**config.mk**
```make
export PLATFORM = sky130hd
export DESIGN_NAME = skip_seq
export DESIGN_NICKNAME = d
export VERILOG_FILES = /design/src/rtl/skip_seq.sv
export SDC_FILE = /design/constraint.sdc
export NUM_CORES = 1
export LEC_CHECK = 0
export ABC_CLOCK_PERIOD_IN_PS = 3000
export BUFFER_PORTS_ARGS = -buffer_cell sky130_fd_sc_hd__buf_2
export CAP_MARGIN = 15
export CORE_MARGIN = 5
export CORE_UTILIZATION = 40
export CTS_BUF_LIST = sky130_fd_sc_hd__clkbuf_2 sky130_fd_sc_hd__clkbuf_4 sky130_fd_sc_hd__clkbuf_8
export CTS_CLUSTER_DIAMETER = 200
export DETAILED_ROUTE_END_ITERATION = 16
export SLEW_MARGIN = 20
export SYNTH_ARGS = -nofsm -noshare
export SYNTH_HDL_FRONTEND = slang
export SYNTH_SLANG_ARGS = --single-unit
```
**constraint.sdc**
```tcl
create_clock -name clk -period 3 [get_ports clk]
set_input_delay 0.15 -clock clk [delete_from_list [all_inputs] [get_ports clk]]
set_output_delay 0.15 -clock clk [all_outputs]
set_load 0.02 [all_outputs]
```
**src/rtl/skip_seq.sv**
```systemverilog
`timescale 1ns/1ps
module skip_seq #(
  parameter int PAT_W = 32,
  parameter int DEPTH = 4,
  localparam int CW  = $clog2(PAT_W + 1),
  localparam int PCW = $clog2(PAT_W + 2),
  localparam int DW  = $clog2(DEPTH + 1)
) (
  input  logic             clk,
  input  logic             rst_n,
  input  logic             slot_valid,
  input  logic             local_mem,
  input  logic             load_en,
  input  logic             load_fast,
  input  logic [PAT_W-1:0] load_pat,
  input  logic             call_exec,
  input  logic             ret_exec,
  input  logic             isr_active,
  input  logic             irq_req,
  output logic             cancel,
  output logic [PCW-1:0]   pc_adv,
  output logic             irq_accept,
  output logic [31:0]      status
);

  logic [PAT_W-1:0] pat, rem, pat_nxt;
  logic             fast_q, fast_nxt;
  logic [PAT_W-1:0] stk [DEPTH];
  logic [DW-1:0]    depth;
  logic             act, ex, do_load, do_call, do_ret, pop_ok, jumping;
  logic [CW-1:0]    run;

  assign act     = slot_valid && !isr_active;
  assign cancel  = act && pat[0];
  assign ex      = act && !pat[0];
  assign do_load = ex && load_en;
  assign do_call = ex && !load_en && call_exec;
  assign do_ret  = ex && !load_en && !call_exec && ret_exec;
  assign pop_ok  = do_ret && (depth != '0);

  assign rem      = do_load ? load_pat : (pat >> 1);
  assign fast_nxt = do_load ? load_fast : fast_q;
  assign jumping  = act && fast_nxt && local_mem && !do_call && !do_ret;

  always_comb begin
    logic stop;
    stop = 1'b0;
    run  = '0;
    if (jumping) begin
      for (int i = 0; i < PAT_W; i++) begin
        if (!stop) begin
          if (rem[i]) run = CW'(i + 1);
          else        stop = 1'b1;
        end
      end
    end
  end

  always_comb begin
    if (!act)         pat_nxt = pat;
    else if (do_call) pat_nxt = '0;
    else if (pop_ok)  pat_nxt = stk[0];
    else              pat_nxt = rem >> run;
  end

  assign pc_adv     = slot_valid ? (PCW'(run) + PCW'(1)) : '0;
  assign irq_accept = irq_req && !(!isr_active && pat_nxt[0]);
  assign status     = {|pat, pat[8:0], 22'b0};

  always_ff @(posedge clk or negedge rst_n) begin
    if (!rst_n) begin
      pat    <= '0;
      fast_q <= 1'b0;
    end else begin
      pat    <= pat_nxt;
      fast_q <= fast_nxt;
    end
  end

  always_ff @(posedge clk or negedge rst_n) begin
    if (!rst_n) begin
      depth <= '0;
      for (int i = 0; i < DEPTH; i++) stk[i] <= '0;
    end else if (do_call) begin
      for (int i = DEPTH - 1; i > 0; i--) stk[i] <= stk[i-1];
      stk[0] <= rem;
      if (depth != DW'(DEPTH)) depth <= depth + 1'b1;
    end else if (pop_ok) begin
      for (int i = 0; i < DEPTH - 1; i++) stk[i] <= stk[i+1];
      stk[DEPTH-1] <= '0;
      depth <= depth - 1'b1;
    end
  end

  assert_jump_clears_R3: assert property (@(posedge clk) disable iff (!rst_n)
    jumping |=> !pat[0]);
  assert_hub_single_R4: assert property (@(posedge clk) disable iff (!rst_n)
    (slot_valid && !local_mem) |-> pc_adv == PCW'(1));
  assert_isr_hold_R5: assert property (@(posedge clk) disable iff (!rst_n)
    isr_active |=> $stable(pat));
  assert_isr_no_cancel_R5: assert property (@(posedge clk) disable iff (!rst_n)
    cancel |-> !isr_active);
  assert_irq_guard_R6: assert property (@(posedge clk) disable iff (!rst_n)
    (irq_accept && !isr_active) |=> !cancel);
  assert_call_freeze_R7: assert property (@(posedge clk) disable iff (!rst_n)
    do_call |=> (status == 32'd0));
  assert_no_overflow_R8: assert property (@(posedge clk) disable iff (!rst_n)
    depth <= DW'(DEPTH));

endmodule

```
==> impl_metrics.csv, run 1 <==
group,metric,value,unit
status,run_status,"finished, violations left",
status,violated_checks,"setup timing",
detailed_routing,postRouteAntennaNets,0,
setup_path,timing.rr.start,"pat[0]$_DFF_PN0_",
setup_path,critPathArrivalTime,3530,ps
setup_path,critical-path-top-cell-by-count,"buf_12",
synth,ranking_of_synthesized_cells_by_area,"dfrtp_1 (40%), nand2_1 (10%), a22oi_1 (5.6%)",
global_routing,groute.usage.overall,28.53,%
synth,post_synth_instance_area,10170,um2
finish,layout-drive-gt1-share,39.68,%
floorplan,die-width,169.4,um
power_and_ir_drop,power.leakage,7.041,nW
placement,io_buffers,59,
clocking,worstSkewPairLatency,480,ps
sta,final-max-slew-violation-count,0,
clocking,num_cts_buffers,17,
global_routing,grt_first_pass_wirelength,63780,um
synth,synth_warnings,0,
setup_path,timing.critical_path.max_delay_family,"compound AO/OA/AOI/OAI gates",
finish,area_growth_syn_to_layout,48.97,%
floorplan,core-area,25110,um2
sta,timing.final.setup_violations,39,
worst_hold_path,min_from,"load_fast",
setup_path,critical_path.max_stage_delay,430,ps
sta,hold_slack,35.31,ps
placement,detailedPlacementHpwl,29390,um
detailed_routing,postRouteWirelength,42380,um
finish,layout.nets,1596,
sta,grt_setup_unrepaired,"yes",
floorplan,die_h,169.4,um
sta,timing.final.ws_setup,-681.9,ps
finish,final_design_area_no_fill,15150,um2
sta,period_needed,3682,ps
floorplan,design.portCount,82,
clocking,clock_tree_sinks,164,
clocking,htree_levels,4,
clocking,cts_tree,"built",
finish,n_fill_cell,2129,
synth,yosys_most_used_dff,"dfrtp_1",
synth,post_synth_inst_count,1207,
synth,yosysSeqAreaShare,40.36,%
setup_path,worstSetupStartpoint,"pat[0]$_DFF_PN0_",
synth,synth_cell_types,84,
synth,synth_enable_flop_cells,0,
placement,detailed_place.area,12870,um2
finish,area.sequential,4104,um2
sta,fin_skew,21.80,ps
sta,final-hold-violation-count,0,
run,cap_violations,0,
clocking,max-clock-path-buffers,2,
setup_path,cp-start-kind,"register",
finish,multi_input_comb_area,6590,um2
setup_path,cp.buffers_inverters,5,
global_routing,grt_antenna_before_repair,0,
setup_path,crit_path_max_fanout,8,
sta,timing.final.crit_share,122.7,%
setup_path,cp_slowest_cell,"dfrtp_1",
setup_path,critPathKind,"register to output port",
power_and_ir_drop,cellPowerDensity,725.0,nW/um2
synth,async_reset_ff_share,100.0,%
floorplan,initial_utilization,40.50,%
detailed_routing,avgViaCountPerCell,5.946,
setup_path,end_kind,"output port",
setup_path,crit_chain,"nor4bb_4 > buf_12 > buf_12 > mux2i_4 > o221ai_4 > a2111o_1 > a22o_1 > nand2_4 > inv_8 > buf_12 > nor4_4 > a211oi_2 > o31a_1 > buf_6",
detailed_routing,route.detailed.wl_per_inst,22.36,um
sta,max-slew-margin-rel,44.37,%
global_routing,overflow,0,
power_and_ir_drop,power.ir.vdd_worst,335.4,uV
global_routing,grt_pass1_vias,10670,
global_routing,maximum_number_of_pins_on_one_net_before_global_route_repair,103,
floorplan,floorplan.rows,58,
synth,register_bit_count_reported_by_yosys,164,
detailed_routing,drcViolationCount,0,
synth,synth.largest_area_cell,"dfrtp_1",
finish,finish.utilization,60.33,%
detailed_routing,via_count,11270,
synth,synth_largest_type_area_fraction,40.36,%
worst_hold_path,hold_path.class,"input port to register",
floorplan,die-area,28710,um2
sta,worst-slew-pin-transition,811.2,ps
detailed_routing,firstDrtPassIters,5,
finish,antenna-diode-count,0,
sta,maxClockFrequency,0.2716,GHz
synth,syn_area_per_cell,8.425,um2
detailed_routing,dr.first_iter.drc_count,1192,
clocking,root_buffer_master,"clkbuf_8",
clocking,worst_setup_hold_path_clk_slew,110,ps
placement,gp_routability_congestion,0.9824,
setup_path,worst-endpoint-required,2850,ps
cells by family after synthesis:
group,synth area share (%)
AO/OA/AOI/OAI,25.32
adder cells (fa/ha/maj),0.3199
other,0.03688
AND/OR/NAND/NOR,20.72
flip-flops,40.36
XOR/XNOR,0.5168
buffers and inverters,6.460
multiplexers,6.263
per-stage QoR:
step / instances / setup WS (ps) / TNS [ps] / power, mW
detailed placement: 1790 / -595.9 / -14640 / 8.085
global route: 1895 / -828.6 / -23470 / 11.46
finish: 1895 / -681.9 / -19190 / 10.98
global placement: 1790 / -622.0 / -15170 / 8.058
floorplan: 1228 / -140.4 / -489.2 / 5.642
CTS: 1872 / -718.9 / -18500 / 10.50
worst reg2reg max path, cell delays in order, from the launching register on:
cell      delay [ps]
dfrtp_1          430
nor4bb_4         330
buf_12           190
buf_12           140
mux2i_4          240
o221ai_4         170
nor3_4           260
a21oi_2           80
o21ai_4          190
buf_6            140
inv_6             40
buf_6            110
buf_8            130
mux2i_4          210
mux2i_4          210
buf_4            150
nor3_1            40
buf_4            140
o32a_1           310
what timing repair did:
item,CTS,global route
hold endpoints to repair,57,0
endpoints found under the setup margin,39,65
pin swaps,57,57
gates cloned,1,1
gates resized for setup,207,81
setup buffers,52,29
hold buffers,1,0
layout by cell type (no fill, tap or decap), types with 13 or more instances in the layout:
cell type,netlist,layout
buf_4,38,293
nand2_1,277,269
dfrtp_1,164,164
a22oi_1,76,71
nor2_1,81,71
buf_2,18,51
o21ai_0,59,49
a21oi_1,72,49
buf_6,0,47
mux2i_1,54,42
a221o_1,29,29
conb_1,1,22
buf_12,0,19
a21oi_2,1,18
clkbuf_8,0,17
nand4_1,15,15
nand3_1,19,15
mux2i_4,1,13
where the power goes:
part	internal (mW)	leakage, nW	switching [mW]	total, mW
Combinational	2.71	4.72	3.05	5.76
Sequential	2.87	2.12	0.619	3.49
Clock	0.645	0.204	1.09	1.73
Total	6.23	7.04	4.75	11.0
worst paths after layout:
path	endpoint	slack [ps]	cells past startpoint
hold reg to reg	stk[51]$_DFFE_PN0P_	480	2
setup / recovery	irq_accept	-680	14
hold / removal	fast_q$_DFF_PN0_	40	3
setup reg to reg	pat[7]$_DFFE_PN0N_	-630	18
max in group asynchronous	pat[4]$_DFFE_PN0N_	1940	3
min in group asynchronous	pat[25]$_DFFE_PN0N_	230	2
routing by layer:
metal | vias to the layer above | share of wire [%] | track usage [%]
li1 | 5062 | - | -
met1 | 5533 | 44 | 42.49
met2 | 567 | 43 | 42.36
met3 | 106 | 8.5 | 4.076
met4 | 0 | 4.2 | 10.29
met5 | - | 0 | 0
Yosys cell counts, types with 4 or more instances:
cell type / instances
a221oi_1: 9
mux2i_1: 54
or2_2: 8
xnor2_1: 5
buf_4: 38
dfrtp_1: 164
o211ai_1: 11
nor4_1: 11
buf_1: 11
and3_1: 4
inv_1: 12
a22oi_1: 76
clkbuf_1: 50
nand2b_1: 4
nand3_1: 19
and2_1: 17
a21oi_1: 72
a221o_1: 29
o31ai_1: 6
nor3_1: 14
o21ai_0: 59
a21o_1: 4
nand4_1: 15
a211oi_1: 13
mux2_2: 4
o221ai_1: 8
o2111ai_1: 4
nor2_1: 81
o31a_1: 4
a31oi_1: 12
buf_2: 18
o22ai_1: 16
o21ai_1: 5
nand2_1: 277
sequential cells by signal, summed over array words and instances, names as in the netlist:
register and count:
stk 128, pat 32, depth 3, fast_q 1
area by class of cell:
class / count / share of cell area (%)
Multi-Input combinational cell: 933 / 43.50
Sequential cell: 164 / 27.09
Timing Repair Buffer: 422 / 23.55
Tap cell: 330 / 2.726
Clock buffer: 17 / 1.545
Clock inverter: 15 / 1.156
Inverter: 14 / 0.4295
No activity file was read; power rests on OpenSTA's default activity.
==> run 2: changes to the inputs <==
--- a/config.mk
+++ b/config.mk
@@ -6,13 +6,13 @@
 export NUM_CORES = 1
 export LEC_CHECK = 0
 export ABC_CLOCK_PERIOD_IN_PS = 3000
-export BUFFER_PORTS_ARGS = -buffer_cell sky130_fd_sc_hd__buf_2
 export CAP_MARGIN = 15
 export CORE_MARGIN = 5
 export CORE_UTILIZATION = 40
 export CTS_BUF_LIST = sky130_fd_sc_hd__clkbuf_2 sky130_fd_sc_hd__clkbuf_4 sky130_fd_sc_hd__clkbuf_8
 export CTS_CLUSTER_DIAMETER = 200
 export DETAILED_ROUTE_END_ITERATION = 16
+export DONT_BUFFER_PORTS = 1
 export SLEW_MARGIN = 20
 export SYNTH_ARGS = -nofsm -noshare
 export SYNTH_HDL_FRONTEND = slang
==> run 2 against run 1 <==
The flow finishes with violations (hold timing, setup timing). Sequential power barely moved. Die area did not move. First-iteration DRC count fell by 9.1%. Largest cell class unchanged. Largest power group unchanged.
==> impl_metrics.csv, run 2 (synthesis results as in run 1) <==
group,metric,value,unit
worst_hold_path,hold_path.class,"input port to asynchronous set/reset pin",
setup_path,r2r_slack,-620,ps
placement,io_buffers,0,
finish,largest_register,"stk",
sta,timing.final.ws_setup,-667.9,ps
setup_path,crit_path_max_fanout,7,
setup_path,cp-start-kind,"register",
sta,timing.final.crit_share,122.3,%
global_routing,maximum_number_of_pins_on_one_net_before_global_route_repair,165,
floorplan,floorplan.rows,58,
setup_path,critical-path-top-cell-by-count,"buf_12",
power_and_ir_drop,fin_total_pwr,10.66,mW
clocking,htree_levels,4,
setup_path,crit_chain,"nor4bb_4 > buf_12 > mux2i_4 > o221ai_2 > buf_4 > a2111o_1 > a22o_1 > nand2_4 > inv_8 > buf_12 > nor4_4 > a211oi_2 > o31a_1",
floorplan,die_h,169.4,um
sta,worst-slew-pin-transition,760.6,ps
detailed_routing,firstDrtPassIters,5,
sta,fin_skew,18.05,ps
clocking,max-clock-path-buffers,2,
setup_path,critical_path.max_stage_delay,440,ps
finish,final_design_area_no_fill,14390,um2
finish,layout.nets,1487,
finish,n_fill_cell,2197,
finish,biggestRegsByFlops,"stk: 128 flops, pat: 32 flops, depth: 3 flops",
clocking,clock_tree_sinks,164,
detailed_routing,dr.first_iter.drc_count,1084,
floorplan,die-width,169.4,um
finish,number_of_flip_flops_under_the_largest_register_name,128,
detailed_routing,postRouteAntennaNets,0,
finish,layout-drive-gt1-share,35.37,%
setup_path,critPathArrivalTime,3520,ps
sta,final_total_negative_setup_slack,-17680,ps
clocking,worst_setup_hold_path_clk_slew,110,ps
status,violated_checks,"hold timing, setup timing",
setup_path,critPathKind,"register to output port",
global_routing,overflow,0,
detailed_routing,postRouteWirelength,41190,um
clocking,worstSkewPairLatency,480,ps
finish,final_cell_count_no_fill,1786,
setup_path,timing.critical_path.max_delay_family,"compound AO/OA/AOI/OAI gates",
setup_path,timing.rr.start,"pat[0]$_DFF_PN0_",
finish,final_cell_mix,"nand2_1 (269), buf_4 (247), dfrtp_1 (164)",
placement,numPlacedInstances,1679,
sta,hold_slack,-643.6,ps
setup_path,end_kind,"output port",
placement,gp_routability_congestion,0.9759,
power_and_ir_drop,power.leakage,6.482,nW
setup_path,cp.buffers_inverters,4,
setup_path,cp_slowest_cell,"dfrtp_1",
detailed_routing,drcViolationCount,0,
detailed_routing,route.detailed.wl_per_inst,23.06,um
clocking,cts_tree,"built",
power_and_ir_drop,cellPowerDensity,740.5,nW/um2
global_routing,grt_antenna_before_repair,0,
run,cap_violations,0,
finish,area_growth_syn_to_layout,41.54,%
clocking,postCtsHoldBufs,5,
finish,antenna-diode-count,0,
floorplan,design.portCount,82,
sta,maxClockFrequency,0.2726,GHz
global_routing,grt_pass1_vias,10270,
setup_path,worst-endpoint-required,2850,ps
status,run_status,"finished, violations left",
detailed_routing,via_count,10700,
setup_path,worstSetupStartpoint,"pat[0]$_DFF_PN0_",
clocking,num_cts_buffers,17,
floorplan,core-area,25110,um2
finish,multi_input_comb_area,6666,um2
sta,final-max-slew-violation-count,0,
clocking,root_buffer_master,"clkbuf_8",
sta,period_needed,3668,ps
sta,max-slew-margin-rel,49.29,%
finish,area.sequential,4104,um2
global_routing,grt_first_pass_wirelength,62110,um
placement,detailed_place.area,12140,um2
placement,dp_worst_setup_slack,-622.1,ps
detailed_routing,avgViaCountPerCell,5.993,
sta,final-hold-violation-count,164,
power_and_ir_drop,power.ir.vdd_worst,356.9,uV
sta,grt_setup_unrepaired,"yes",
placement,detailedPlacementHpwl,28590,um
global_routing,groute.usage.overall,27.89,%
floorplan,initial_utilization,40.50,%
sta,timing.final.setup_violations,38,
finish,layout.cells.most_common,"nand2_1",
floorplan,die-area,28710,um2
==> run 2: changes by cell type in the layout (fill, tap and decap cells not counted), sizes merged <==
cell and delta:
bufbuf -1, buf -111, clkinv +1, inv -2, dlygate4sd3 +4
==> run 2: timing repair <==
| item | in CTS | in global routing |
|---|---|---|
| endpoints found under the setup margin | 39 | 39 |
| pin swaps | 58 | 47 |
| setup buffers | 46 | 32 |
| gates resized for setup | 188 | 88 |
| endpoints found under the hold margin | 171 | 164 |
==> run 2: per-layer routing <==
metal	vias to the layer above	track usage [%]	part of all wire [%]
met2	495	40.42	44
met3	110	7.570	8.3
met1	5244	39.60	44
li1	4855	-	-
met4	0	11.27	4.3
met5	-	0	0
==> run 2: path summary, 6_finish.rpt <==
check | depth (start not counted) | endpoint
setup / recovery | 13 | irq_accept
hold / removal | 0 | stk[48]$_DFFE_PN0P_
setup reg to reg | 17 | pat[2]$_DFFE_PN0N_
hold reg to reg | 2 | stk[57]$_DFFE_PN0P_
max in group asynchronous | 0 | stk[67]$_DFFE_PN0P_
min in group clk | 4 | pat[0]$_DFF_PN0_
==> run 2: metrics by stage <==
step | utilization (%) | hold slack [ps]
after global routing | 57.32 | -675.4
after floorplan | - | -145.6
after detailed placement | 48.36 | -141.9
after global placement | 48.36 | -142.1
after CTS | 54.82 | -670.7
final | 57.32 | -643.6
==> run 2: layout make-up <==
type / instances / share of cell area, %
clock buffer: 18 / 1.678
tap: 330 / 2.869
multi-input combinational: 933 / 46.32
timing repair buffer: 313 / 18.99
inverter: 14 / 0.5042
sequential: 164 / 28.51
clock inverter: 14 / 1.121
==> run 2: power by group <==
group	switching, mW	internal (mW)
Sequential	0.585	2.88
Combinational	2.95	2.57
Clock	1.04	0.641
Total	4.58	6.08
==> run 3: changes to the inputs <==
--- a/config.mk
+++ b/config.mk
@@ -7,6 +7,7 @@
 export LEC_CHECK = 0
 export ABC_CLOCK_PERIOD_IN_PS = 3000
 export CAP_MARGIN = 15
+export CORE_ASPECT_RATIO = 2
 export CORE_MARGIN = 5
 export CORE_UTILIZATION = 40
 export CTS_BUF_LIST = sky130_fd_sc_hd__clkbuf_2 sky130_fd_sc_hd__clkbuf_4 sky130_fd_sc_hd__clkbuf_8
==> run 3 against run 2 <==
The run still ends with hold timing, setup timing left. Sequential share of layout area down 1.3 points. Via count grew 4.7%. Total power up 6.5%.
==> impl_metrics.csv, run 3 (synthesis results as in run 1) <==
group,metric,value,unit
status,run_status,"finished, violations left",
status,violated_checks,"hold timing, setup timing",
sta,maxClockFrequency,0.2620,GHz
finish,final_cell_count_no_fill,1848,
worst_hold_path,hold_path.class,"input port to asynchronous set/reset pin",
setup_path,cp-start-kind,"register",
clocking,cts_tree,"built",
finish,largest_register,"stk",
clocking,max-clock-path-buffers,2,
global_routing,grt_antenna_before_repair,1,
clocking,clock_tree_sinks,164,
detailed_routing,route.detailed.wl_per_inst,25.93,um
finish,number_of_flip_flops_under_the_largest_register_name,128,
finish,finish.utilization,60.21,%
floorplan,design.portCount,82,
global_routing,grt_pass1_vias,11060,
sta,final-hold-violation-count,164,
setup_path,crit_path_max_fanout,6,
detailed_routing,firstDrtPassIters,6,
power_and_ir_drop,power.share.sequential,30.7,%
placement,detailed_place.area,12410,um2
power_and_ir_drop,switching_share,42.82,%
sta,timing.final.crit_share,127.2,%
floorplan,floorplan.rows,82,
floorplan,die-width,122.7,um
detailed_routing,dr.first_iter.drc_count,983,
power_and_ir_drop,pwr-share-comb,54.4,%
sta,timing.final.ws_setup,-816.7,ps
clocking,htree_levels,4,
global_routing,maximum_number_of_pins_on_one_net_before_global_route_repair,165,
clocking,worstSkewPairLatency,490,ps
clocking,num_cts_buffers,17,
floorplan,die_h,235.5,um
power_and_ir_drop,power.leakage,6.858,nW
finish,layout.nets,1542,
placement,io_buffers,0,
placement,numPlacedInstances,1718,
run,cap_violations,0,
detailed_routing,via_count,11200,
finish,n_fill_cell,2267,
finish,area_growth_syn_to_layout,48.22,%
sta,fin_skew,14.15,ps
power_and_ir_drop,fin_total_pwr,11.35,mW
setup_path,critPathKind,"register to output port",
global_routing,grt_first_pass_wirelength,70230,um
sta,worst-slew-pin-transition,942.4,ps
clocking,root_buffer_master,"clkbuf_8",
finish,final_cell_mix,"buf_4 (270), nand2_1 (267), dfrtp_1 (164)",
finish,final_design_area_no_fill,15070,um2
global_routing,groute.usage.overall,33.05,%
clocking,worst_setup_hold_path_clk_slew,90,ps
power_and_ir_drop,internal_power,6.489,mW
setup_path,critPathArrivalTime,3670,ps
detailed_routing,postRouteAntennaNets,0,
power_and_ir_drop,net_switching,4.858,mW
sta,grt_setup_unrepaired,"yes",
setup_path,end_kind,"output port",
power_and_ir_drop,power.ir.vdd_worst,537.8,uV
sta,hold_slack,-636.8,ps
placement,detailedPlacementHpwl,33520,um
detailed_routing,drcViolationCount,0,
power_and_ir_drop,power_frac_clock,14.9,%
power_and_ir_drop,cellPowerDensity,752.8,nW/um2
placement,gp_routability_congestion,0.9932,
detailed_routing,postRouteWirelength,47910,um
clocking,postCtsHoldBufs,3,
finish,layout.cells.most_common,"buf_4",
sta,timing.final.setup_violations,39,
setup_path,worst-endpoint-required,2850,ps
floorplan,die-area,28900,um2
detailed_routing,avgViaCountPerCell,6.062,
floorplan,core-area,25030,um2
floorplan,initial_utilization,40.62,%
finish,biggestRegsByFlops,"stk: 128 flops, pat: 32 flops, depth: 3 flops",
sta,period_needed,3817,ps
finish,layout-drive-gt1-share,38.45,%
global_routing,overflow,0,
sta,max-slew-margin-rel,35.38,%
sta,final-max-slew-violation-count,0,
## run 3: cell count changes in the layout (fill, tap and decap cells not counted), sizes merged
cell	delta
clkinv	-1
diode	+1
inv	-4
dlygate4sd3	-2
clkbuf	+1
clkinvlp	+2
bufinv	+2
buf	+55
bufbuf	+2
## run 3: routing by layer
layer | vias to the layer above | GRT usage (%) | share of wire [%]
met1 | 5481 | 37.68 | 36
met2 | 554 | 52.53 | 48
met4 | 0 | 27.80 | 10
li1 | 4951 | - | -
met3 | 217 | 5.771 | 5.5
met5 | - | 0 | 0
## run 3: worst paths after layout
check                              startpoint                    to  slack (ps)  cells after the start
max in group asynchronous               rst_n   stk[26]$_DFFE_PN0P_        3330                      0
min in group clk                 load_pat[17]  stk[113]$_DFFE_PN0P_          90                      4
setup / recovery             pat[0]$_DFF_PN0_            irq_accept        -820                     15
hold reg to reg            stk[7]$_DFFE_PN0P_   stk[39]$_DFFE_PN0P_         500                      2
setup reg to reg             pat[0]$_DFF_PN0_    pat[3]$_DFFE_PN0N_        -770                     17
hold / removal                          rst_n    stk[0]$_DFFE_PN0P_        -640                      0
## run 3: final cells by class
type / instances / area [um2] / share of cell area, %
multi-input combinational: 933 / 6725 / 44.62
inverter: 14 / 70.07 / 0.4649
sequential: 164 / 4104 / 27.23
timing repair buffer: 368 / 3347 / 22.21
tap: 336 / 420.4 / 2.789
antenna: 1 / 2.502 / 0.01660
clock inverter: 13 / 147.6 / 0.9796
clock buffer: 19 / 255.2 / 1.694
## run 3: critical path, cell delays in order (launching register included)
cell       delay, ps
dfrtp_1          430
buf_6            130
nand4bb_4        220
buf_12           180
nor4_4           360
o22ai_4          140
buf_6            150
o41ai_4          220
buf_4            170
buf_6             80
or2_4            120
buf_12           140
nand2_8           60
nor4_4           280
a211oi_2          80
o31a_1           400
## run 3: what timing repair did
action,4_1_cts,5_1_grt
pin swaps,73,65
gates cloned,3,0
buffers inserted,73,29
hold endpoints to repair,169,164
setup endpoints to repair,39,72
gates resized for setup,230,90
## run 3: power groups by stage
stage	logic, mW	registers, mW	clock network, mW
final	6.17	3.48	1.69
after global placement	4.67	3.47	0
after global routing	6.40	3.55	1.82
after CTS	5.58	3.46	1.73
after detailed placement	4.66	3.50	0
after floorplan	2.26	3.38	0
## run 3: per-stage QoR
stage / setup slack (ps) / hold WS, ps / TNS, ps
CTS: -874.8 / -664.0 / -22710
floorplan: -140.4 / -145.6 / -489.2
global placement: -904.1 / -141.9 / -21950
global route: -959.3 / -668.3 / -27750
detailed placement: -904.7 / -142.1 / -22320
finish: -816.7 / -636.8 / -22760
